[src/rtl/drq_dt_pkg.sv]
package drq_dt_pkg;
  // control-to-datapath strobes, all single-cycle
  typedef struct packed {
    logic start;    // completion ready, load the timer
    logic expire;   // timeout reached without a retry
    logic deliver;  // retry matched while waiting
  } dtStrobe_t;

  typedef enum logic {
    ST_IDLE = 1'b0,
    ST_WAIT = 1'b1
  } dtState_t;
endpackage

[src/rtl/drq_dt_ctrl.sv]
module drq_dt_ctrl
  import drq_dt_pkg::*;
(
  input  logic      clk,
  input  logic      rstN,
  input  logic      respReady,
  input  logic      retryHit,
  input  logic      atLimit,
  output dtStrobe_t strobe,
  output logic      busy
);
  dtState_t state, stateNext;

  always_comb begin
    strobe         = '0;
    stateNext      = state;
    strobe.start   = (state == ST_IDLE) && respReady;
    strobe.deliver = (state == ST_WAIT) && retryHit;
    // a retry on the final cycle takes precedence over the timeout
    strobe.expire  = (state == ST_WAIT) && atLimit && !retryHit;
    if (strobe.start) stateNext = ST_WAIT;
    else if (strobe.deliver || strobe.expire) stateNext = ST_IDLE;
  end

  always_ff @(posedge clk) begin
    if (!rstN) state <= ST_IDLE;
    else       state <= stateNext;
  end

  assign busy = (state == ST_WAIT);
endmodule

[src/rtl/drq_dt_dpath.sv]
module drq_dt_dpath
  import drq_dt_pkg::*;
#(
  parameter int SHORT_CYCLES = 1024,
  parameter int LONG_CYCLES  = 32768
) (
  input  logic      clk,
  input  logic      rstN,
  input  dtStrobe_t strobe,
  input  logic      busy,
  input  logic      longSel,
  input  logic      statusClear,
  input  logic      syncFloodEn,
  input  logic      serrDisable,
  input  logic      fatalEn,
  input  logic      nonFatalEn,
  output logic      atLimit,
  output logic      flushPulse,
  output logic      deliverPulse,
  output logic      statusOut,
  output logic      syncFloodReq,
  output logic      fatalIrq,
  output logic      nonFatalIrq
);
  localparam int MAX_CYCLES = (LONG_CYCLES > SHORT_CYCLES) ? LONG_CYCLES : SHORT_CYCLES;
  localparam int CNT_W      = $clog2(MAX_CYCLES);
  localparam logic [CNT_W-1:0] SHORT_LAST = CNT_W'(SHORT_CYCLES - 1);
  localparam logic [CNT_W-1:0] LONG_LAST  = CNT_W'(LONG_CYCLES - 1);

  logic [CNT_W-1:0] elapsed;
  logic             lenLong;   // length select captured at start

  always_ff @(posedge clk) begin
    if (!rstN) begin
      elapsed <= '0;
      lenLong <= 1'b0;
    end else if (strobe.start) begin
      elapsed <= '0;
      lenLong <= longSel;
    end else if (busy) begin
      elapsed <= elapsed + 1'b1;
    end
  end

  assign atLimit = (elapsed == (lenLong ? LONG_LAST : SHORT_LAST));

  always_ff @(posedge clk) begin
    if (!rstN) begin
      flushPulse   <= 1'b0;
      deliverPulse <= 1'b0;
      statusOut    <= 1'b0;
    end else begin
      flushPulse   <= strobe.expire;
      deliverPulse <= strobe.deliver;
      // setting on expiry outranks a simultaneous software clear
      if (strobe.expire)    statusOut <= 1'b1;
      else if (statusClear) statusOut <= 1'b0;
    end
  end

  logic escalate;
  assign escalate     = statusOut && syncFloodEn;
  assign syncFloodReq = escalate && !serrDisable;
  assign fatalIrq     = escalate && fatalEn;
  assign nonFatalIrq  = escalate && nonFatalEn;
endmodule

[src/rtl/drq_discard_timer.sv]
module drq_discard_timer
  import drq_dt_pkg::*;
#(
  parameter int SHORT_CYCLES = 1024,
  parameter int LONG_CYCLES  = 32768
) (
  input  logic clk,
  input  logic rstN,
  input  logic respReady,
  input  logic retryHit,
  input  logic longSel,
  input  logic statusClear,
  input  logic syncFloodEn,
  input  logic serrDisable,
  input  logic fatalEn,
  input  logic nonFatalEn,
  output logic flushPulse,
  output logic deliverPulse,
  output logic statusOut,
  output logic syncFloodReq,
  output logic fatalIrq,
  output logic nonFatalIrq
);
  dtStrobe_t strobe;
  logic      busy;
  logic      atLimit;

  drq_dt_ctrl u_ctrl (
    .clk       (clk),
    .rstN      (rstN),
    .respReady (respReady),
    .retryHit  (retryHit),
    .atLimit   (atLimit),
    .strobe    (strobe),
    .busy      (busy)
  );

  drq_dt_dpath #(
    .SHORT_CYCLES (SHORT_CYCLES),
    .LONG_CYCLES  (LONG_CYCLES)
  ) u_dpath (
    .clk          (clk),
    .rstN         (rstN),
    .strobe       (strobe),
    .busy         (busy),
    .longSel      (longSel),
    .statusClear  (statusClear),
    .syncFloodEn  (syncFloodEn),
    .serrDisable  (serrDisable),
    .fatalEn      (fatalEn),
    .nonFatalEn   (nonFatalEn),
    .atLimit      (atLimit),
    .flushPulse   (flushPulse),
    .deliverPulse (deliverPulse),
    .statusOut    (statusOut),
    .syncFloodReq (syncFloodReq),
    .fatalIrq     (fatalIrq),
    .nonFatalIrq  (nonFatalIrq)
  );
endmodule

[config.mk]
export PLATFORM = sky130hd
export DESIGN_NAME = drq_discard_timer
export DESIGN_NICKNAME = d
export VERILOG_FILES = /design/src/rtl/drq_dt_pkg.sv /design/src/rtl/drq_dt_ctrl.sv /design/src/rtl/drq_dt_dpath.sv /design/src/rtl/drq_discard_timer.sv
export SDC_FILE = /design/constraint.sdc
export NUM_CORES = 1
export LEC_CHECK = 0
export ABC_AREA = 0
export CAP_MARGIN = 20
export CORE_MARGIN = 1.5
export CORE_UTILIZATION = 25
export DETAILED_ROUTE_END_ITERATION = 7
export DONT_BUFFER_PORTS = 1
export GPL_TIMING_DRIVEN = 0
export PLACE_DENSITY = 0.41
export SLEW_MARGIN = 5
export SYNTH_ARGS = -nofsm -noshare
export SYNTH_HDL_FRONTEND = slang
export SYNTH_HIERARCHICAL = 1
export SYNTH_SLANG_ARGS = --single-unit
[constraint.sdc]
create_clock -name clk -period 3.1 [get_ports clk]
set_clock_uncertainty 0.15 [all_clocks]
set_input_delay 0.31 -clock clk [delete_from_list [all_inputs] [get_ports clk]]
set_output_delay 0.31 -clock clk [all_outputs]
set_load 0.05 [all_outputs]
==> results of run 1 <==
==> stage by stage <==
step	total power, uW	hold slack [ns]	area (um2)	setup slack (ns)
after global routing	455.5	0.05658	1021	0.7746
after floorplan	284.7	0.2775	917.1	1.244
after CTS	441.1	0.03081	1021	0.8533
after global placement	288.6	0.2810	974.7	1.206
final	433.3	0.04842	1021	0.8756
after detailed placement	288.7	0.2836	974.7	1.205
==> sequential cells by signal, indices dropped and copies added (netlist names) <==
signal,count
u_dpath/flushPulse,1
u_dpath/statusOut,1
u_ctrl/busy,1
u_dpath/deliverPulse,1
u_dpath/lenLong,1
u_dpath/elapsed,15
==> synthesized netlist by cell type <==
library cell   n  area (um2)
a21oi_1        2       10.01
and2_1         2       12.51
and2_2         1       7.510
and3_1         3       18.77
and3b_2        1       10.01
and4_1         1       8.760
and4_2         1       10.01
buf_4          1       7.510
clkbuf_1       2       7.510
dfxtp_1       20       400.4
ha_1           1       12.51
inv_1          1       3.750
mux2i_1        2       20.02
nand2_1        7       26.28
nand2b_1       1       6.260
nand3_1        5       25.02
nand4_1        4       25.02
nand4_4        1       21.27
nor2_1        15       56.30
nor2b_1        3       18.77
nor3_1         1       5.000
nor3b_1        1       7.510
nor3b_2        1       12.51
nor4_1         4       25.02
o21a_1         2       15.01
o21ai_0        2       10.01
o31ai_1        1       7.510
or2_1          1       6.260
or3_2          1       7.510
or4_1          1       7.510
xnor2_1        6       52.55
xor2_1         6       52.55
==> power by group <==
| group | total (uW) | leakage, uW | switching, uW | internal (uW) |
|---|---|---|---|---|
| sequential | 264 | 0.000162 | 4.14 | 260 |
| clock | 149 | 0.0000210 | 77.8 | 71.5 |
| combinational | 19.8 | 0.000168 | 10.3 | 9.50 |
==> cell families after synthesis <==
group	count (synthesis)
adders and majority gates	1
xor gates and xnor gates	12
buffers and inverters	4
DFF	20
AOI/OAI and AO/OA	7
muxes	2
and+or+nand+nor	55
==> layout by cell type (no fill, tap or decap), drive strengths merged <==
master,instances
clkbuf,6
or4,1
and4,2
and2,3
nor3,1
o31ai,1
xor2,6
and3b,1
nor3b,2
or2,1
nand4,5
o21a,2
nor4,4
o21ai,2
xnor2,6
mux2i,2
nand3,5
buf,1
dlygate4sd3,1
nand2b,1
nor2,15
inv,1
ha,1
or3,1
nand2,7
a21oi,2
dfxtp,20
and3,3
nor2b,3
==> metal layers <==
metal	up-vias	routed length (um)	share of wire (%)	track usage, %
met1	318	813	50	11.37
met3	2	21	1.3	1.071
met4	0	34	2.1	6.522
met5	-	0	0	0
li1	362	-	-	-
met2	7	742	46	14.87
==> how the worst max path moves through the flow <==
| stage | endpoint | slack, ns | cells after the start |
|---|---|---|---|
| 5_1_grt | syncFloodReq | 0.77 | 2 |
| 3_3_place_gp | syncFloodReq | 1.21 | 2 |
| 2_1_floorplan | syncFloodReq | 1.24 | 2 |
| 6_report | syncFloodReq | 0.88 | 2 |
| 3_5_place_dp | syncFloodReq | 1.21 | 2 |
| 4_1_cts | syncFloodReq | 0.85 | 2 |
==> final cells by class <==
class                           count  area, um2
Buffer                              3      15.01
Sequential cell                    20      400.4
Inverter                            1      3.754
Timing Repair Buffer                1      10.01
Clock buffer                        4      36.28
Fill cell                         387       2395
Multi-Input combinational cell     77      498.0
Tap cell                           46      57.56
==> critical path: cells and delay by family, from the launching register on <==
family,cells,cell delay (ns)
AND/OR/NAND/NOR,2,0.79
flip-flops,1,0.69
==> what timing repair did <==
| item | 4_1_cts | 5_1_grt |
|---|---|---|
| setup endpoints to repair | 0 | 0 |
| hold buffers | 1 | 0 |
| setup buffers | 0 | 0 |
| hold endpoints to repair | 5 | 0 |
==> reports/metrics.yaml, run 1 <==
clkTransAtPathRegs_ns: 0.11
initial_core_util_pct: 26.85
synth_fa_ha_area_share_pct: 1.364
synthSimpleGateAreaFrac_pct: 34.65
antenna_found_initial: 0
numCtsBuffers: 3
grt_usage_pct: 9.234
cts_tree: "yes"
min_to: "u_dpath/lenLong"
core_um2: 3416
hold_path_startpoint: "longSel"
routabilityCongestion: 0.6979
dieArea_um2: 4041
hp-class: "input pin to flop"
wire_per_inst_um: 10.59
num_rows: 21
reg2reg_to: "u_dpath/statusOut"
yosysSeqAreaShare_pct: 43.66
post-route-util_pct: 29.89
slowest_stage: "dfxtp_1"
power.leakage_uw: 0.0003503
cts_max_level: 1
vias: 689
grt_max_degree: 12
finalNetCount: 118
crit_path_start: "u_dpath/statusOut"
io_pins: 16
fmax_ghz: 0.4496
postRouteAntennaNets: 0
crit_required_ns: 2.64
cp-end-kind: "primary output"
clockRootBuffer: "clkbuf_4"
reg2reg_from: "u_dpath/elapsed[3]"
via_per_inst: 4.533
grt_pass1_vias: 678
die_h_um: 63.57
critPathMaxStageDelay_ns: 0.69
worst_ir_drop_vdd_mv: 0.1035
drv_cap: 0
crit_path_start_kind: "flop"
power.density_nw_per_um2: 424.4
die_x_um: 63.57
synth_top_family_by_area: "simple AND/OR/NAND/NOR gates"
clock_sinks: 20
wirelength_um: 1610
fin_cells: 152
layout-drive-gt1-share_pct: 10.38
synth_compound_gate_area_share_pct: 4.638
setup_viol: 0
port_buffers: 0
gr-total-overflow: 0
cp_max_fo: 5
syn_avg_cell_area_um2: 9.080
synthMuxAreaShare_pct: 2.183
grt_pass1_wl_um: 2898
firstDrtPassIters: 4
synthXorXnorAreaFrac_pct: 11.46
place_inst: 147
synthCells: 101
reg2reg_depth: 5
whs_path_depth: 2
finalHoldViolCount: 0
yosysWarnings: 6
synth_cell_types: 32
fin_crit_ns: 2.224
syn_to_final_growth_pct: 11.32
max_slew_margin_pct: 41.37
synth_nets: 112
clock_path_buffers: 2
drc: 0
hpwl_um: 1222
worstPathCellList: "nand2_1, nor2_1"
ys_ff_latch: 20
worstSetupPathType: "flop to primary output"
diodes: 0
critPathArrivalTime_ns: 1.76
rsz0062_at_grt: "no"
ff2ff_setup_slack_ns: 1.27
finalMaxSlewViolations: 0
cts_resized: 0
clk_latency_ns: 0.30
status: "completed"
fin_tns_setup_ns: 0
drtIter0Drc: 13
fin_crit_sh_pct: 71.75
tightest_slew_ns: 0.8762
syn_area_um2: 917.1
(Power assumes the default switching activity.)
==> run 2: changes to the inputs <==
Clock period 3.1 ns to 2.2 ns, I/O delays scaled along.
==> reports/metrics.yaml, run 2 (synthesized netlist as in run 1, its figures left out) <==
via_per_inst: 4.516  # -0.37%
die_h_um: 63.57  # unchanged
dieArea_um2: 4041  # unchanged
postRouteAntennaNets: 0  # unchanged
drtIter0Drc: 17  # +4
fin_crit_ns: 1.934
drc: 0  # unchanged
clock_path_buffers: 2  # unchanged
cts_setup_buffers: 0  # unchanged
hpwl_um: 1222  # unchanged
finalNetCount: 121  # +2.5%
finalHoldViolCount: 0  # unchanged
setup_viol: 0  # unchanged
worstSetupPathType: "flop to primary output"
max_slew_margin_pct: 62.50  # +21 points
firstDrtPassIters: 4  # unchanged
grt_pass1_wl_um: 2960  # +2.1%
wire_per_inst_um: 10.52  # -0.72%
numCtsBuffers: 3  # unchanged
worst_ir_drop_vdd_mv: 0.1459  # +41%
clk_latency_ns: 0.30  # about the same
fin_tns_setup_ns: 0  # unchanged
crit_path_start_kind: "flop"
antenna_found_initial: 0  # unchanged
cp-end-kind: "primary output"
clockRootBuffer: "clkbuf_4"
tightest_slew_ns: 0.5617  # -0.3145 ns
critPathArrivalTime_ns: 1.56  # -0.20 ns
p_comb_share_pct: 5.3  # +0.7 points
fmax_ghz: 0.5171
power.switching_uw: 131.0  # +42%
power.density_nw_per_um2: 583.8  # +38%
cts_max_level: 1  # unchanged
ff2ff_setup_slack_ns: 0.36  # -0.91 ns
status: "completed"
place_inst: 147  # unchanged
clock_sinks: 20  # unchanged
finalMaxSlewViolations: 0  # unchanged
pwr-share-seq_pct: 60.5  # -0.5 points
io_pins: 16  # unchanged
drv_cap: 0  # unchanged
gr-total-overflow: 0  # unchanged
power.share.clock_pct: 34.2  # -0.3 points
fin_crit_sh_pct: 87.91
initial_core_util_pct: 26.85  # unchanged
rsz0062_at_grt: "no"
p_sw_share_pct: 21.29  # about the same
power_uw: 615.0  # +42%
syn_to_final_growth_pct: 14.87
power.leakage_uw: 0.0003626  # +3.5%
num_rows: 21  # unchanged
fin_cells: 155  # +2.0%
hp-class: "input pin to flop"
die_x_um: 63.57  # unchanged
routabilityCongestion: 0.6979  # unchanged
final_common_cell: "dfxtp_1"
crit_required_ns: 1.83  # -0.81 ns
internal_power_uw: 484.1  # +42%
port_buffers: 0  # unchanged
n_fill_cell: 384  # -0.78%
grt_pass1_vias: 688  # +1.5%
grt_max_degree: 12  # unchanged
grt_usage_pct: 9.458  # +0.22 points
vias: 700  # +1.6%
largest-register: "u_dpath/elapsed"
wirelength_um: 1630  # +1.2%
final_cell_mix: "20 x dfxtp_1, 14 x nor2_1, 7 x nand2_1"
clkTransAtPathRegs_ns: 0.10  # about the same
largest_reg_flops: 15  # unchanged
cp_max_fo: 5  # unchanged
layout-drive-gt1-share_pct: 11.01  # +0.63 points
cts_tree: "yes"
diodes: 0  # unchanged
core_um2: 3416  # unchanged
[run 2: cell types whose count changed in the layout (fill, tap and decap cells not counted)]
cell,delta
nor2_1,-1
nor2_2,+1
dlygate4sd3_1,+3
[run 2: worst paths after layout]
path,start,to,cells past startpoint
min reg2reg,u_dpath/elapsed[13],u_dpath/elapsed[13],2
max reg2reg,u_dpath/elapsed[3],u_dpath/statusOut,5
max,u_dpath/statusOut,syncFloodReq,2
min,retryHit,u_dpath/deliverPulse,2
[run 2: area by class of cell]
cell class | count | area [um2] | area share, %
Clock buffer | 4 | 36.28 | 3.444
Inverter | 1 | 3.754 | 0.3563
Timing Repair Buffer | 4 | 40.04 | 3.800
Buffer | 3 | 15.01 | 1.425
Multi-Input combinational cell | 77 | 500.5 | 47.51
Sequential cell | 20 | 400.4 | 38.00
Tap cell | 46 | 57.56 | 5.463
[run 2: power by group through the flow]
stage / Combinational, uW / Clock (uW) / Sequential, uW
floorplan: 21.7 / 0 / 379
global placement: 26.3 / 0 / 380
detailed placement: 26.2 / 0 / 381
CTS: 32.9 / 221 / 372
global route: 36.4 / 238 / 373
finish: 32.5 / 210 / 372
[run 2: metal layers]
layer	global-route usage [%]	vias to the layer above	share of wire (%)
met2	15.39	7	47
li1	-	368	-
met3	1.071	2	1.3
met5	0	-	0
met4	6.522	0	2.1
met1	11.58	323	49
[run 2: worst max-delay path, cell delays in order, from the launching register on]
cell	delay, ns
dfxtp_1	0.69
nand2_1	0.12
nor2_2	0.46
[run 2: through the flow]
| step | setup WS, ns | area (um2) | util, % | hold slack (ns) |
|---|---|---|---|---|
| floorplan | 0.4337 | 917.1 | - | 0.1875 |
| global placement | 0.3957 | 974.7 | 28.53 | 0.1910 |
| detailed placement | 0.3868 | 974.7 | 28.53 | 0.1936 |
| CTS | 0.04333 | 1051 | 30.77 | 0.01133 |
| global route | 0.1690 | 1054 | 30.84 | 0.03476 |
| finish | 0.2660 | 1054 | 30.84 | 0.03372 |
[run 2: repair_timing]
item,CTS,global route
resized for setup,0,1
endpoints found under the setup margin,0,1
hold buffers,4,0
hold endpoints to repair,5,0
==> run 3: changes to the inputs <==
Clock period 2.2 ns to 2.3 ns, I/O delays scaled along.
==> reports/metrics.yaml, run 3 (synthesized netlist as in run 1, its figures left out) <==
grt_pass1_vias: 688  # unchanged
cts_max_level: 1  # unchanged
status: "completed"
cts_setup_buffers: 0  # unchanged
vias: 700  # unchanged
port_buffers: 0  # unchanged
crit_path_start: "u_dpath/statusOut"
num_rows: 21  # unchanged
final_cell_mix: "20 x dfxtp_1, 15 x nor2_1, 7 x nand2_1"
reg2reg_to: "u_dpath/statusOut"
min_to: "u_dpath/deliverPulse"
whs_path_depth: 2  # unchanged
fin_crit_ns: 2.144
numCtsBuffers: 3  # unchanged
postRouteAntennaNets: 0  # unchanged
fin_cells: 155  # unchanged
gr-total-overflow: 0  # unchanged
max_slew_margin_pct: 41.37  # -21 points
drtIter0Drc: 17  # unchanged
initial_core_util_pct: 26.85  # unchanged
cp-end-kind: "primary output"
reg2reg_depth: 5  # unchanged
fmax_ghz: 0.4664
layout-drive-gt1-share_pct: 10.09  # -0.92 points
tightest_slew_ns: 0.8762  # +0.3145 ns
fin_tns_setup_ns: 0  # unchanged
worstSetupPathType: "flop to primary output"
via_per_inst: 4.516  # unchanged
power.density_nw_per_um2: 559.7  # -4.1%
routabilityCongestion: 0.6979  # unchanged
critPathArrivalTime_ns: 1.76  # +0.20 ns
final_common_cell: "dfxtp_1"
hp-class: "input pin to flop"
grt_usage_pct: 9.458  # unchanged
power.leakage_uw: 0.0003629  # about the same
hpwl_um: 1222  # unchanged
grt_pass1_wl_um: 2960  # unchanged
firstDrtPassIters: 4  # unchanged
die_x_um: 63.57  # unchanged
drc: 0  # unchanged
clock_path_buffers: 2  # unchanged
crit_path_start_kind: "flop"
drv_cap: 0  # unchanged
finalHoldViolCount: 0  # unchanged
largest-register: "u_dpath/elapsed"
diodes: 0  # unchanged
clk_latency_ns: 0.30  # about the same
core_um2: 3416  # unchanged
rsz0062_at_grt: "no"
grt_max_degree: 12  # unchanged
hold_ws_ns: 0.04372  # +0.01000 ns
place_inst: 147  # unchanged
clkTransAtPathRegs_ns: 0.10  # about the same
clock_sinks: 20  # unchanged
wire_per_inst_um: 10.52  # about the same
finalMaxSlewViolations: 0  # unchanged
syn_to_final_growth_pct: 14.60
largest_reg_flops: 15  # unchanged
hold_path_startpoint: "retryHit"
cts_tree: "yes"
die_h_um: 63.57  # unchanged
io_pins: 16  # unchanged
cp_max_fo: 5  # unchanged
setup_viol: 0  # unchanged
fin_crit_sh_pct: 93.22
dieArea_um2: 4041  # unchanged
finalNetCount: 121  # unchanged
ff2ff_setup_slack_ns: 0.46  # +0.10 ns
crit_required_ns: 1.92  # +0.09 ns
worst_ir_drop_vdd_mv: 0.1396  # -4.3%
clockRootBuffer: "clkbuf_4"
antenna_found_initial: 0  # unchanged
reg2reg_from: "u_dpath/elapsed[3]"
wirelength_um: 1631  # about the same
[run 3: cell count changes in the layout (fill, tap and decap cells not counted)]
cell	change
nor2_1	+1
nor2_2	-1
[run 3: critical path: stages, from the launching register on]
cell     delay, ns
dfxtp_1       0.69
nand2_1       0.10
nor2_1        0.69
[run 3: report_power, final]
part	switching, uW	leakage, uW	internal, uW
sequential	5.57	0.000162	350
combinational	14.9	0.000180	16.2
clock	105	0.0000210	96.4
[run 3: metal layers]
layer / vias to the layer above / track usage [%] / part of all wire [%]
met3: 2 / 1.071 / 1.3
met5: - / 0 / 0
li1: 368 / - / -
met2: 7 / 15.39 / 47
met4: 0 / 6.522 / 2.1
met1: 323 / 11.58 / 50
[run 3: timing repair]
action / 4_1_cts / 5_1_grt
hold endpoints to repair: 5 / 0
hold buffers: 4 / 0
gates resized for setup: 0 / 0
setup endpoints to repair: 0 / 0
[run 3: stage by stage]
stage | setup WS [ns] | utilization (%) | cell area [um2] | total power, uW
6_report | 0.1559 | 30.77 | 1051 | 588.3
5_1_grt | 0.04858 | 30.77 | 1051 | 619.8
4_1_cts | 0.1333 | 30.77 | 1051 | 598.7
3_5_place_dp | 0.4854 | 28.53 | 974.7 | 389.1
3_3_place_gp | 0.4857 | 28.53 | 974.7 | 389.0
2_1_floorplan | 0.5237 | - | 917.1 | 383.7
[run 3: worst max path at each step]
stage / end / slack [ns] / cells after the start
finish: syncFloodReq / 0.16 / 2
global placement: syncFloodReq / 0.49 / 2
detailed placement: syncFloodReq / 0.49 / 2
CTS: syncFloodReq / 0.13 / 2
global route: syncFloodReq / 0.05 / 2
floorplan: syncFloodReq / 0.52 / 2
[run 3: final cells by class]
| type | instances | area (um2) |
|---|---|---|
| Fill cell | 385 | 2365 |
| Tap cell | 46 | 57.56 |
| Timing Repair Buffer | 4 | 40.04 |
| Buffer | 3 | 15.01 |
| Clock buffer | 4 | 36.28 |
| Inverter | 1 | 3.754 |
| Multi-Input combinational cell | 77 | 498.0 |
| Sequential cell | 20 | 400.4 |
